`config.mk`:
```
export PLATFORM = sky130hd
export DESIGN_NAME = asid_tlb
export DESIGN_NICKNAME = d
export VERILOG_FILES = /design/src/rtl/tlb_pkg.sv /design/src/rtl/tlb_store.sv /design/src/rtl/tlb_match.sv /design/src/rtl/tlb_victim.sv /design/src/rtl/asid_tlb.sv
export SDC_FILE = /design/constraint.sdc
export NUM_CORES = 1
export LEC_CHECK = 0
export BUFFER_PORTS_ARGS = -buffer_cell sky130_fd_sc_hd__buf_4
export CAP_MARGIN = 15
export CORE_MARGIN = 3
export CORE_UTILIZATION = 55
export CTS_BUF_LIST = sky130_fd_sc_hd__clkbuf_4 sky130_fd_sc_hd__clkbuf_8 sky130_fd_sc_hd__clkbuf_16
export CTS_CLUSTER_DIAMETER = 100
export CTS_CLUSTER_SIZE = 16
export DETAILED_ROUTE_END_ITERATION = 8
export GPL_TIMING_DRIVEN = 0
export PLACE_DENSITY_LB_ADDON = 0.08
export SYNTH_ARGS = -nofsm -noshare
export SYNTH_HDL_FRONTEND = slang
export SYNTH_SLANG_ARGS = --single-unit
```
`constraint.sdc`:
```
create_clock -name clk -period 2.6 [get_ports clk]
set_input_delay 0.13 -clock clk [delete_from_list [all_inputs] [get_ports clk]]
set_output_delay 0.13 -clock clk [all_outputs]
set_load 0.005 [all_outputs]
```
`src/rtl/tlb_pkg.sv`:
```
package tlb_pkg;

  // Page offset width: the page number starts above this bit.
  localparam int unsigned TLB_PG_SHIFT = 12;

  // Instruction fetch must be word aligned.
  function automatic logic tlb_misaligned(input logic [1:0] lo);
    return lo != 2'b00;
  endfunction

  // Address falls in the uncacheable window when every window bit is set.
  function automatic logic tlb_uncached(input logic [63:0] va, input logic [63:0] win);
    return (va & win) == win;
  endfunction

endpackage

```
`src/rtl/tlb_store.sv`:
```
module tlb_store #(
  parameter int unsigned ENTRIES = 8,
  parameter int unsigned VPN_W   = 20,
  parameter int unsigned PFN_W   = 20,
  parameter int unsigned ASID_W  = 8,
  parameter int unsigned IDX_W   = 4
) (
  input  logic              clk,
  input  logic              rst_n,
  input  logic              flush,
  input  logic              wr_en,
  input  logic [IDX_W-1:0]  wr_idx,
  input  logic [VPN_W-1:0]  wr_vpn,
  input  logic [VPN_W-1:0]  wr_mask,
  input  logic [ASID_W-1:0] wr_asid,
  input  logic              wr_global,
  input  logic              wr_v0,
  input  logic              wr_v1,
  input  logic [PFN_W-1:0]  wr_pfn,
  output logic [VPN_W-1:0]  e_vpn  [ENTRIES],
  output logic [VPN_W-1:0]  e_mask [ENTRIES],
  output logic [ASID_W-1:0] e_asid [ENTRIES],
  output logic              e_glob [ENTRIES],
  output logic              e_occ  [ENTRIES],
  output logic [PFN_W-1:0]  e_pfn  [ENTRIES],
  output logic              wr_reject,
  output logic              wr_err
);

  logic in_range;
  logic wr_take;
  logic e_v0 [ENTRIES];
  logic e_v1 [ENTRIES];

  assign in_range  = wr_idx < IDX_W'(ENTRIES);
  assign wr_take   = wr_en && in_range && !flush;
  assign wr_reject = wr_en && !in_range;

  for (genvar g = 0; g < ENTRIES; g++) begin : g_slot
    always_ff @(posedge clk or negedge rst_n) begin
      if (!rst_n) begin
        e_vpn[g]  <= '0;
        e_mask[g] <= '0;
        e_asid[g] <= '0;
        e_glob[g] <= 1'b0;
        e_v0[g]   <= 1'b0;
        e_v1[g]   <= 1'b0;
        e_pfn[g]  <= '0;
      end else if (flush) begin
        e_vpn[g]  <= '0;
        e_mask[g] <= '0;
        e_asid[g] <= '0;
        e_glob[g] <= 1'b0;
        e_v0[g]   <= 1'b0;
        e_v1[g]   <= 1'b0;
        e_pfn[g]  <= '0;
      end else if (wr_take && wr_idx == IDX_W'(g)) begin
        e_vpn[g]  <= wr_vpn;
        e_mask[g] <= wr_mask;
        e_asid[g] <= wr_asid;
        e_glob[g] <= wr_global;
        e_v0[g]   <= wr_v0;
        e_v1[g]   <= wr_v1;
        e_pfn[g]  <= wr_pfn;
      end
    end
    assign e_occ[g] = e_v0[g] | e_v1[g];
  end

  always_ff @(posedge clk or negedge rst_n) begin
    if (!rst_n) wr_err <= 1'b0;
    else        wr_err <= wr_reject;
  end

endmodule

```
`src/rtl/tlb_match.sv`:
```
module tlb_match #(
  parameter int unsigned ENTRIES = 8,
  parameter int unsigned VPN_W   = 20,
  parameter int unsigned PFN_W   = 20,
  parameter int unsigned ASID_W  = 8,
  parameter int unsigned IDX_W   = 4,
  parameter int unsigned PTR_W   = 3
) (
  input  logic [VPN_W-1:0]  key_vpn,
  input  logic [ASID_W-1:0] key_asid,
  input  logic [VPN_W-1:0]  e_vpn  [ENTRIES],
  input  logic [VPN_W-1:0]  e_mask [ENTRIES],
  input  logic [ASID_W-1:0] e_asid [ENTRIES],
  input  logic              e_glob [ENTRIES],
  input  logic              e_occ  [ENTRIES],
  input  logic [PFN_W-1:0]  e_pfn  [ENTRIES],
  output logic              hit,
  output logic [IDX_W-1:0]  idx,
  output logic [PFN_W-1:0]  pfn
);

  // Page numbers agree wherever the slot does not ignore the bit.
  function automatic logic vpn_agree(input logic [VPN_W-1:0] a,
                                     input logic [VPN_W-1:0] b,
                                     input logic [VPN_W-1:0] ign);
    return ((a ^ b) & ~ign) == '0;
  endfunction

  logic [ENTRIES-1:0] hv;

  for (genvar g = 0; g < ENTRIES; g++) begin : g_cmp
    assign hv[g] = e_occ[g]
                && vpn_agree(key_vpn, e_vpn[g], e_mask[g])
                && (e_glob[g] || e_asid[g] == key_asid);
  end

  // Lowest matching index wins; all ones when nothing matches.
  always_comb begin
    idx = '1;
    hit = 1'b0;
    for (int i = ENTRIES - 1; i >= 0; i--) begin
      if (hv[i]) begin
        idx = IDX_W'(i);
        hit = 1'b1;
      end
    end
  end

  assign pfn = hit ? e_pfn[idx[PTR_W-1:0]] : '0;

endmodule

```
`src/rtl/tlb_victim.sv`:
```
module tlb_victim #(
  parameter int unsigned ENTRIES = 8,
  parameter int unsigned PTR_W   = 3
) (
  input  logic             clk,
  input  logic             rst_n,
  input  logic             flush,
  input  logic             adv,
  output logic [PTR_W-1:0] ptr
);

  function automatic logic [PTR_W-1:0] step(input logic [PTR_W-1:0] p);
    return (p == PTR_W'(ENTRIES - 1)) ? '0 : p + 1'b1;
  endfunction

  always_ff @(posedge clk or negedge rst_n) begin
    if (!rst_n)     ptr <= '0;
    else if (flush) ptr <= '0;
    else if (adv)   ptr <= step(ptr);
  end

endmodule

```
`src/rtl/asid_tlb.sv`:
```
module asid_tlb
  import tlb_pkg::*;
#(
  parameter int unsigned ENTRIES = 8,
  parameter int unsigned VA_W    = 32,
  parameter int unsigned PFN_W   = 20,
  parameter int unsigned ASID_W  = 8,
  parameter logic [VA_W-1:0] UC_WIN = VA_W'(32'hA000_0000),
  localparam int unsigned VPN_W  = VA_W - TLB_PG_SHIFT,
  localparam int unsigned PTR_W  = $clog2(ENTRIES),
  localparam int unsigned IDX_W  = PTR_W + 1
) (
  input  logic              clk,
  input  logic              rst_n,
  input  logic              lk_valid,
  input  logic [VA_W-1:0]   lk_va,
  input  logic [ASID_W-1:0] lk_asid,
  input  logic              lk_ifetch,
  output logic              rsp_valid,
  output logic              rsp_hit,
  output logic [PFN_W-1:0]  rsp_pfn,
  output logic              rsp_uncached,
  output logic              rsp_fault,
  input  logic              pr_valid,
  input  logic [VPN_W-1:0]  pr_vpn,
  input  logic [ASID_W-1:0] pr_asid,
  output logic              pr_done,
  output logic [IDX_W-1:0]  pr_index,
  input  logic              wr_en,
  input  logic [IDX_W-1:0]  wr_idx,
  input  logic [VPN_W-1:0]  wr_vpn,
  input  logic [VPN_W-1:0]  wr_mask,
  input  logic [ASID_W-1:0] wr_asid,
  input  logic              wr_global,
  input  logic              wr_v0,
  input  logic              wr_v1,
  input  logic [PFN_W-1:0]  wr_pfn,
  output logic              wr_err,
  input  logic              flush,
  input  logic              vic_adv,
  output logic [PTR_W-1:0]  vic_ptr,
  output logic [VPN_W-1:0]  vic_vpn,
  output logic [PFN_W-1:0]  vic_pfn,
  output logic              vic_occ
);

  logic [VPN_W-1:0]  e_vpn  [ENTRIES];
  logic [VPN_W-1:0]  e_mask [ENTRIES];
  logic [ASID_W-1:0] e_asid [ENTRIES];
  logic              e_glob [ENTRIES];
  logic              e_occ  [ENTRIES];
  logic [PFN_W-1:0]  e_pfn  [ENTRIES];

  // Named internal events, observed by the checker.
  logic evt_wr_reject;
  logic evt_lk_fault;
  logic evt_lk_uc;

  logic             l_hit, p_hit;
  logic [IDX_W-1:0] l_idx, p_idx;
  logic [PFN_W-1:0] l_pfn, p_pfn;

  assign evt_lk_fault = lk_valid && lk_ifetch && tlb_misaligned(lk_va[1:0]);
  assign evt_lk_uc    = tlb_uncached(64'(lk_va), 64'(UC_WIN));

  tlb_store #(.ENTRIES(ENTRIES), .VPN_W(VPN_W), .PFN_W(PFN_W),
              .ASID_W(ASID_W), .IDX_W(IDX_W)) u_store (
    .clk(clk), .rst_n(rst_n), .flush(flush),
    .wr_en(wr_en), .wr_idx(wr_idx), .wr_vpn(wr_vpn), .wr_mask(wr_mask),
    .wr_asid(wr_asid), .wr_global(wr_global), .wr_v0(wr_v0), .wr_v1(wr_v1),
    .wr_pfn(wr_pfn),
    .e_vpn(e_vpn), .e_mask(e_mask), .e_asid(e_asid), .e_glob(e_glob),
    .e_occ(e_occ), .e_pfn(e_pfn),
    .wr_reject(evt_wr_reject), .wr_err(wr_err)
  );

  tlb_match #(.ENTRIES(ENTRIES), .VPN_W(VPN_W), .PFN_W(PFN_W),
              .ASID_W(ASID_W), .IDX_W(IDX_W), .PTR_W(PTR_W)) u_lk_match (
    .key_vpn(lk_va[VA_W-1:TLB_PG_SHIFT]), .key_asid(lk_asid),
    .e_vpn(e_vpn), .e_mask(e_mask), .e_asid(e_asid), .e_glob(e_glob),
    .e_occ(e_occ), .e_pfn(e_pfn),
    .hit(l_hit), .idx(l_idx), .pfn(l_pfn)
  );

  tlb_match #(.ENTRIES(ENTRIES), .VPN_W(VPN_W), .PFN_W(PFN_W),
              .ASID_W(ASID_W), .IDX_W(IDX_W), .PTR_W(PTR_W)) u_pr_match (
    .key_vpn(pr_vpn), .key_asid(pr_asid),
    .e_vpn(e_vpn), .e_mask(e_mask), .e_asid(e_asid), .e_glob(e_glob),
    .e_occ(e_occ), .e_pfn(e_pfn),
    .hit(p_hit), .idx(p_idx), .pfn(p_pfn)
  );

  tlb_victim #(.ENTRIES(ENTRIES), .PTR_W(PTR_W)) u_victim (
    .clk(clk), .rst_n(rst_n), .flush(flush), .adv(vic_adv), .ptr(vic_ptr)
  );

  assign vic_vpn = e_vpn[vic_ptr];
  assign vic_pfn = e_pfn[vic_ptr];
  assign vic_occ = e_occ[vic_ptr];

  logic lk_go;
  assign lk_go = lk_valid && !evt_lk_fault && l_hit;

  always_ff @(posedge clk or negedge rst_n) begin
    if (!rst_n) begin
      rsp_valid    <= 1'b0;
      rsp_hit      <= 1'b0;
      rsp_pfn      <= '0;
      rsp_uncached <= 1'b0;
      rsp_fault    <= 1'b0;
      pr_done      <= 1'b0;
      pr_index     <= '1;
    end else begin
      rsp_valid    <= lk_valid;
      rsp_hit      <= lk_go;
      rsp_pfn      <= lk_go ? l_pfn : '0;
      rsp_uncached <= lk_valid && evt_lk_uc;
      rsp_fault    <= evt_lk_fault;
      pr_done      <= pr_valid;
      pr_index     <= pr_valid ? p_idx : '1;
    end
  end

  // The probe reports the index only; its frame is not needed.
  logic unused_probe;
  assign unused_probe = p_hit ^ (^p_pfn) ^ (^l_idx);

endmodule

```
* Word level (Yosys, flattened, before mapping) *
Index checks and enable logic that the tools add are counted.

storage, ports and cells
  register bits = 601
  output and inout bits = 74

cells by class
  equality and inequality tests = 25
  reduce and logical (&&, ||, !) cells = 94
  bitwise operators = 50
  order comparisons = 3
  muxes and demuxes = 153
  $add $sub $neg = 1

operator list
  operator                                                               number
  20-bit two-way mux                                                     56
  20-bit AND                                                             16
  20-bit logical NOT                                                     16
  20-bit bitwise XOR                                                     16
  20-bit binary-select mux with 3-bit select                             3
  20-bit NOT                                                             8
  8-bit equality test                                                    16
  8-bit two-way mux                                                      16
  1-bit two-way mux                                                      58
  1-bit logical AND                                                      48
  4-bit two-way mux                                                      9
  3-bit two-way mux                                                      10
  2-bit nonzero test                                                     10
  4-bit by 3-bit equality test with 1-bit output, second input constant  4
  1-bit logical OR                                                       16
  4-bit by 2-bit equality test with 1-bit output, second input constant  2
  4-bit >= comparator, second input constant                             2
  3-bit NOT with 4-bit output                                            2
  1-bit OR                                                               8
  4-bit by 1-bit equality test with 1-bit output, second input constant  1
  4-bit logical NOT                                                      1
  4-bit < comparator, second input constant                              1
  3-bit by 1-bit adder with 3-bit output, second input constant          1
  1-bit binary-select mux with 3-bit select                              1
  3 further kinds                                                        5

* Longest topological paths before layout *
  depth in word-level cells = 18
  mapped depth = 10
  depth with buffers taken out = 8

* Hierarchy *
A second synthesis with hierarchy kept.

second synthesis, totals
  cells, all modules = 3,489
  area, all modules = 38,246.7 um2

by module, submodules not included
  module      times used  sequential area each (um2)  cells each  area an instance (um2)
  tlb_store   1           14,238.7                    2,007       24,953.9
  tlb_match   2           0.0                         631         4,714.5
  asid_tlb    1           730.7                       208         3,712.3
  tlb_victim  1           75.1                        12          151.4

* Worst setup path after synthesis *
Ideal clock, no wire load.

  path type = reg2out
  start = reg u_victim.ptr[1]
  end = out vic_vpn[10]
  slack = 219 ps
  buffers on the path = 2
  cell stages (with the launch flop) = 5
  arrival time = 2,251 ps
  cells stage by stage = dfrtp_1 -> clkbuf_1 -> buf_1 -> mux4_2 -> mux2_2

between the ends
  word-level cells in the longest chain between the ends = 4

ends and longest elaborated chain
  element                                                line              RTL
  start: declaration                                     tlb_victim.sv:9   output logic [PTR_W-1:0] ptr
  start signal: assignment                               tlb_victim.sv:19  else if (adv) ptr <= step(ptr);
  3-bit NOT with 4-bit output (implied by the code)      asid_tlb.sv:97    assign vic_vpn = e_vpn[vic_ptr];
  20-bit binary-select mux with 3-bit select             asid_tlb.sv:97
  20-bit two-way mux (implied by the code) (2 in a row)  asid_tlb.sv:97
  end: declaration                                       asid_tlb.sv:42    output logic [VPN_W-1:0] vic_vpn,

Every way passes these cells. The select of a mux whose other input is x is not followed.

* Worst setup path after layout *
  start = reg u_store.e_vpn[108] (netlist name)
  end = reg rsp_pfn[0]

between the ends
  word-level cells in the longest chain between the ends = 14
  elaborated cells between the ends (all ways) = 18

ends and longest elaborated chain
  element                                                line             RTL
  start: declaration                                     tlb_store.sv:20  output logic [VPN_W-1:0] e_vpn [ENTRIES],
  start signal: indexed assignment                       tlb_store.sv:58  e_vpn[g] <= wr_vpn;
  20-bit bitwise XOR (*)                                 tlb_match.sv:26  return ((a ^ b) & ~ign) == '0;
  20-bit AND (*)                                         tlb_match.sv:26
  20-bit logical NOT (*)                                 tlb_match.sv:26
  1-bit logical AND (*)                                  tlb_match.sv:33  && vpn_agree(key_vpn, e_vpn[g], e_mask[g])
  1-bit logical AND (*)                                  tlb_match.sv:34  && (e_glob[g] || e_asid[g] == key_asid);
  3-bit two-way mux (3 in a row)                         tlb_match.sv:42  if (hv[i]) begin
  3-bit NOT with 4-bit output (implied by the code)      tlb_match.sv:49  assign pfn = hit ? e_pfn[idx[PTR_W-1:0]] : '0;
  20-bit binary-select mux with 3-bit select             tlb_match.sv:49
  20-bit two-way mux (implied by the code) (2 in a row)  tlb_match.sv:49
  20-bit two-way mux                                     tlb_match.sv:49
  20-bit two-way mux (*)                                 asid_tlb.sv:116  rsp_pfn <= lk_go ? l_pfn : '0;
  end signal: assignment                                 asid_tlb.sv:116
  end: declaration                                       asid_tlb.sv:21   output logic [PFN_W-1:0] rsp_pfn,

Every way passes the cells marked *; elsewhere a longest branch is shown, timed or not. The select of a mux whose other input is x is not followed.
A chain may end at the register's enable or synchronous reset.

==> flow_metrics.py <==
metrics = {
    "sta": {
        "finalCritPeriodShare_pct": 119.3,
        "fin_ws_ps": -502.4,
        "fmax_mhz": 322.3,
        "clock-skew-final_ps": 24.25,
        "worstMarginPinSlew_ps": 1412,
        "tns_ps": -13750,
        "maxSlewHeadroom_pct": 5.890,
        "rsz0062_at_grt": "yes",
        "finalHoldViolCount": 0,
        "min_period_ps": 3102,
        "setup-violations-final": 76,
        "slew_viol_final": 0,
    },
    "grt": {
        "use_met3_pct": 17.13,
        "use_met1_pct": 62.51,
        "grtUsageTotal_pct": 49.00,
        "antenna_found_initial": 9,
        "gr-usage-met2_pct": 68.56,
        "grt_max_degree": 117,
        "grt-busiest-layer": "met2",
        "grt_first_pass_wirelength_mm": 222.9,
        "grt_pass1_vias": 30480,
        "grt_overflow": 0,
    },
    "detailed_routing": {
        "drt_drc_violations_left": 0,
        "num_vias": 32240,
        "dr.first_iter.drc_count": 5032,
        "firstDrtPassIters": 5,
        "drt_wl_total_mm": 161.0,
        "wl_per_cell_um": 33.39,
        "ant_nets": 0,
        "via_per_inst": 6.685,
    },
    "setup_path": {
        "rrSetupSlack_ps": -500,
        "crit_chain": "xnor2_1, o22ai_2, nor4_4, o2111ai_4, nand4_1, o41ai_4, buf_6, a2111o_1, a221oi_4",
        "path_class": "reg -> reg",
        "arrival_ps": 3620,
        "cp-start-kind": "register",
        "worstReg2RegStart": "u_store.e_vpn[108]$_DFFE_PN0P_",
        "cpPeakStageDelay_ps": 500,
        "worstSetupEndpointType": "register",
        "crit_path_top_delay_cell": "nor4_4",
        "timing.rr.end": "rsp_pfn[0]$_DFF_PN0_",
        "r2r_cells": 9,
        "cp_max_fo": 5,
        "worst_ep_required_time_ps": 3120,
    },
    "yosys": {
        "async_reset_ff_share_pct": 100.0,
        "yosysMostFrequentCell": "nand2_1",
        "synthTopCellsByArea": "dfrtp_1 44%, nand2_1 13%, xnor2_1 9.9%",
        "netlist.area_leader.share_pct": 43.80,
        "synth_edf_count": 0,
        "synth_largest_area_cell": "dfrtp_1",
        "synth.net_count": 3908,
        "synth_ff_type": "dfrtp_1",
        "synth_area_per_cell_um2": 9.084,
        "yosys_warnings": 0,
        "syn_inst": 3755,
        "synth-seq-cells": 601,
        "synth.top_cells.by_count": "1148 x nand2_1, 597 x dfrtp_1, 388 x a21oi_1, 386 x xnor2_1, 239 x clkbuf_1",
        "synth_cell_types": 45,
        "syn-cell-area_um2": 34110,
        "yosysSeqAreaShare_pct": 44.11,
    },
    "worst_hold_path": {
        "holdPathStages": 2,
        "worst_hold_path_type": "in -> reg",
        "hold_path_end": "rsp_uncached$_DFF_PN0_",
        "min-delay-start": "lk_va[31]",
    },
    "place": {
        "portBuffers": 86,
        "place_hpwl_mm": 111.9,
        "gp_congestion": 1.050,
        "dpl-instance-area_um2": 35960,
    },
    "pwr": {
        "power_density_nw_per_um2": 479.0,
        "power_leakage_nw": 16.76,
        "peakVddDrop_mv": 0.6002,
        "p_total_mw": 19.09,
    },
    "floorplan": {
        "fp.dieArea_um2": 65040,
        "fp.dieH_um": 255.0,
        "core_area_um2": 60810,
        "ios": 225,
        "fp.dieW_um": 255.0,
        "start_util_pct": 56.09,
        "rows": 90,
    },
    "status": {
        "violations": "negative setup slack",
        "status": "finished with violations",
    },
    "run": {
        "cap_violations": 0,
    },
    "clock_network": {
        "cts.sinks": 601,
        "clock_latency_ps": 650,
        "root_buffer": "clkbuf_16",
        "numCtsBuffers": 43,
        "cts-htree-levels": 2,
        "clk_pin_slew_worst_paths_ps": 70,
        "cts_tree": "yes",
        "clockBufferDepth": 3,
    },
    "layout": {
        "area_growth_pct": 16.86,
        "drive_gt1_share_pct": 15.30,
        "fin_nets": 4182,
        "design_area_um2": 39860,
        "utilization_pct": 65.55,
    },
}
[worst max path at each step]
stage                                        start  depth (start not counted)  slack, ps                        endpoint
floorplan              u_victim.ptr[1]$_DFFE_PN0P_                          4        220                     vic_vpn[10]
global placement                             rst_n                          1      -5430  u_store.e_mask[63]$_DFFE_PN0P_
detailed placement                       lk_va[29]                         10      -1470            rsp_pfn[0]$_DFF_PN0_
CTS                 u_store.e_vpn[159]$_DFFE_PN0P_                          9       -230            rsp_pfn[0]$_DFF_PN0_
global route        u_store.e_vpn[108]$_DFFE_PN0P_                          9       -470            rsp_pfn[0]$_DFF_PN0_
finish              u_store.e_vpn[108]$_DFFE_PN0P_                          9       -500            rsp_pfn[0]$_DFF_PN0_
[per-layer routing]
| layer | up-vias | routed length (µm) |
|---|---|---|
| li1 | 13160 | - |
| met1 | 15710 | 57830 |
| met2 | 2654 | 66260 |
| met3 | 709 | 21990 |
| met4 | 12 | 14820 |
| met5 | - | 134 |
[sequential cells by signal, indices dropped and copies added, names as in the netlist]
signal,flops
rsp_fault,1
u_store.e_glob,8
pr_done,1
pr_index,4
rsp_valid,1
u_victim.ptr,3
rsp_uncached,1
u_store.e_asid,64
u_store.wr_err,1
rsp_hit,1
u_store.e_mask,160
u_store.e_v1,8
u_store.e_v0,8
u_store.e_vpn,160
u_store.e_pfn,160
rsp_pfn,20
[metrics by stage]
stage	hold slack, ps	worst slack (ps)	instances
floorplan	-165.6	218.7	3755
global route	38.46	-471.4	4820
CTS	48.84	-225.1	4812
global placement	273.0	-5434	4623
finish	61.47	-502.4	4823
detailed placement	195.1	-1466	4634
[cells in the final DEF (no fill, tap or decap), drive strengths merged, types with 3 or more instances in the layout]
cell type         n
o21a             20
dlygate4sd3      79
nand2          1148
inv              27
dfrtp           597
nor2             61
clkbuf          278
a221oi           20
nand3b          214
nor2b             3
xor2             62
a21oi           388
mux4             81
o22ai           152
o2111ai           8
buf             276
diode             3
o21ai             8
nand3             7
clkdlybuf4s15     3
and2              8
dfstp             4
nand4            18
a2111o           20
xnor2           386
and3              4
nor4             58
mux2             40
nor3              7
mux2i            42
[critical path: cells and delay by family, from the launching register on]
| family | cells | cell delay (ps) |
|---|---|---|
| buffers and inverters | 1 | 200 |
| DFF | 1 | 480 |
| xor gates and xnor gates | 1 | 250 |
| and+or+nand+nor | 2 | 780 |
| AOI/OAI and AO/OA | 5 | 1280 |
[report_power, final]
group	switching (mW)	leakage [nW]	internal, mW
clock	3.64	0.584	3.11
sequential	0.120	8.29	9.42
combinational	1.81	7.89	0.987
total	5.57	16.8	13.5
[logic make-up after synthesis]
group                      synth area share (%)
muxes                                     7.901
AOI/OAI and AO/OA                         11.06
buffers and inverters                     5.238
and+or+nand+nor                           20.12
xor gates and xnor gates                  11.50
DFF                                       44.11
adders and majority gates               0.07335
[repair_timing]
action	CTS	global route
endpoints found under the hold margin	667	0
hold buffers	79	0
buffers inserted	39	13
gates resized for setup	253	110
gates cloned	7	2
endpoints found under the setup margin	65	248
pin swaps	26	18
[area by class of cell]
| type | instances | area [µm²] |
|---|---|---|
| inverters | 25 | 93.84 |
| multi-input cells | 2773 | 18000 |
| repair buffers | 235 | 2390 |
| fillers | 5024 | 20950 |
| flip-flops and latches | 601 | 15100 |
| clock inverters | 3 | 36.28 |
| clock buffers | 51 | 1142 |
| plain buffers | 350 | 2115 |
| well taps | 782 | 978.4 |
| diodes | 3 | 7.507 |
Power figures use the tool's default switching activity.
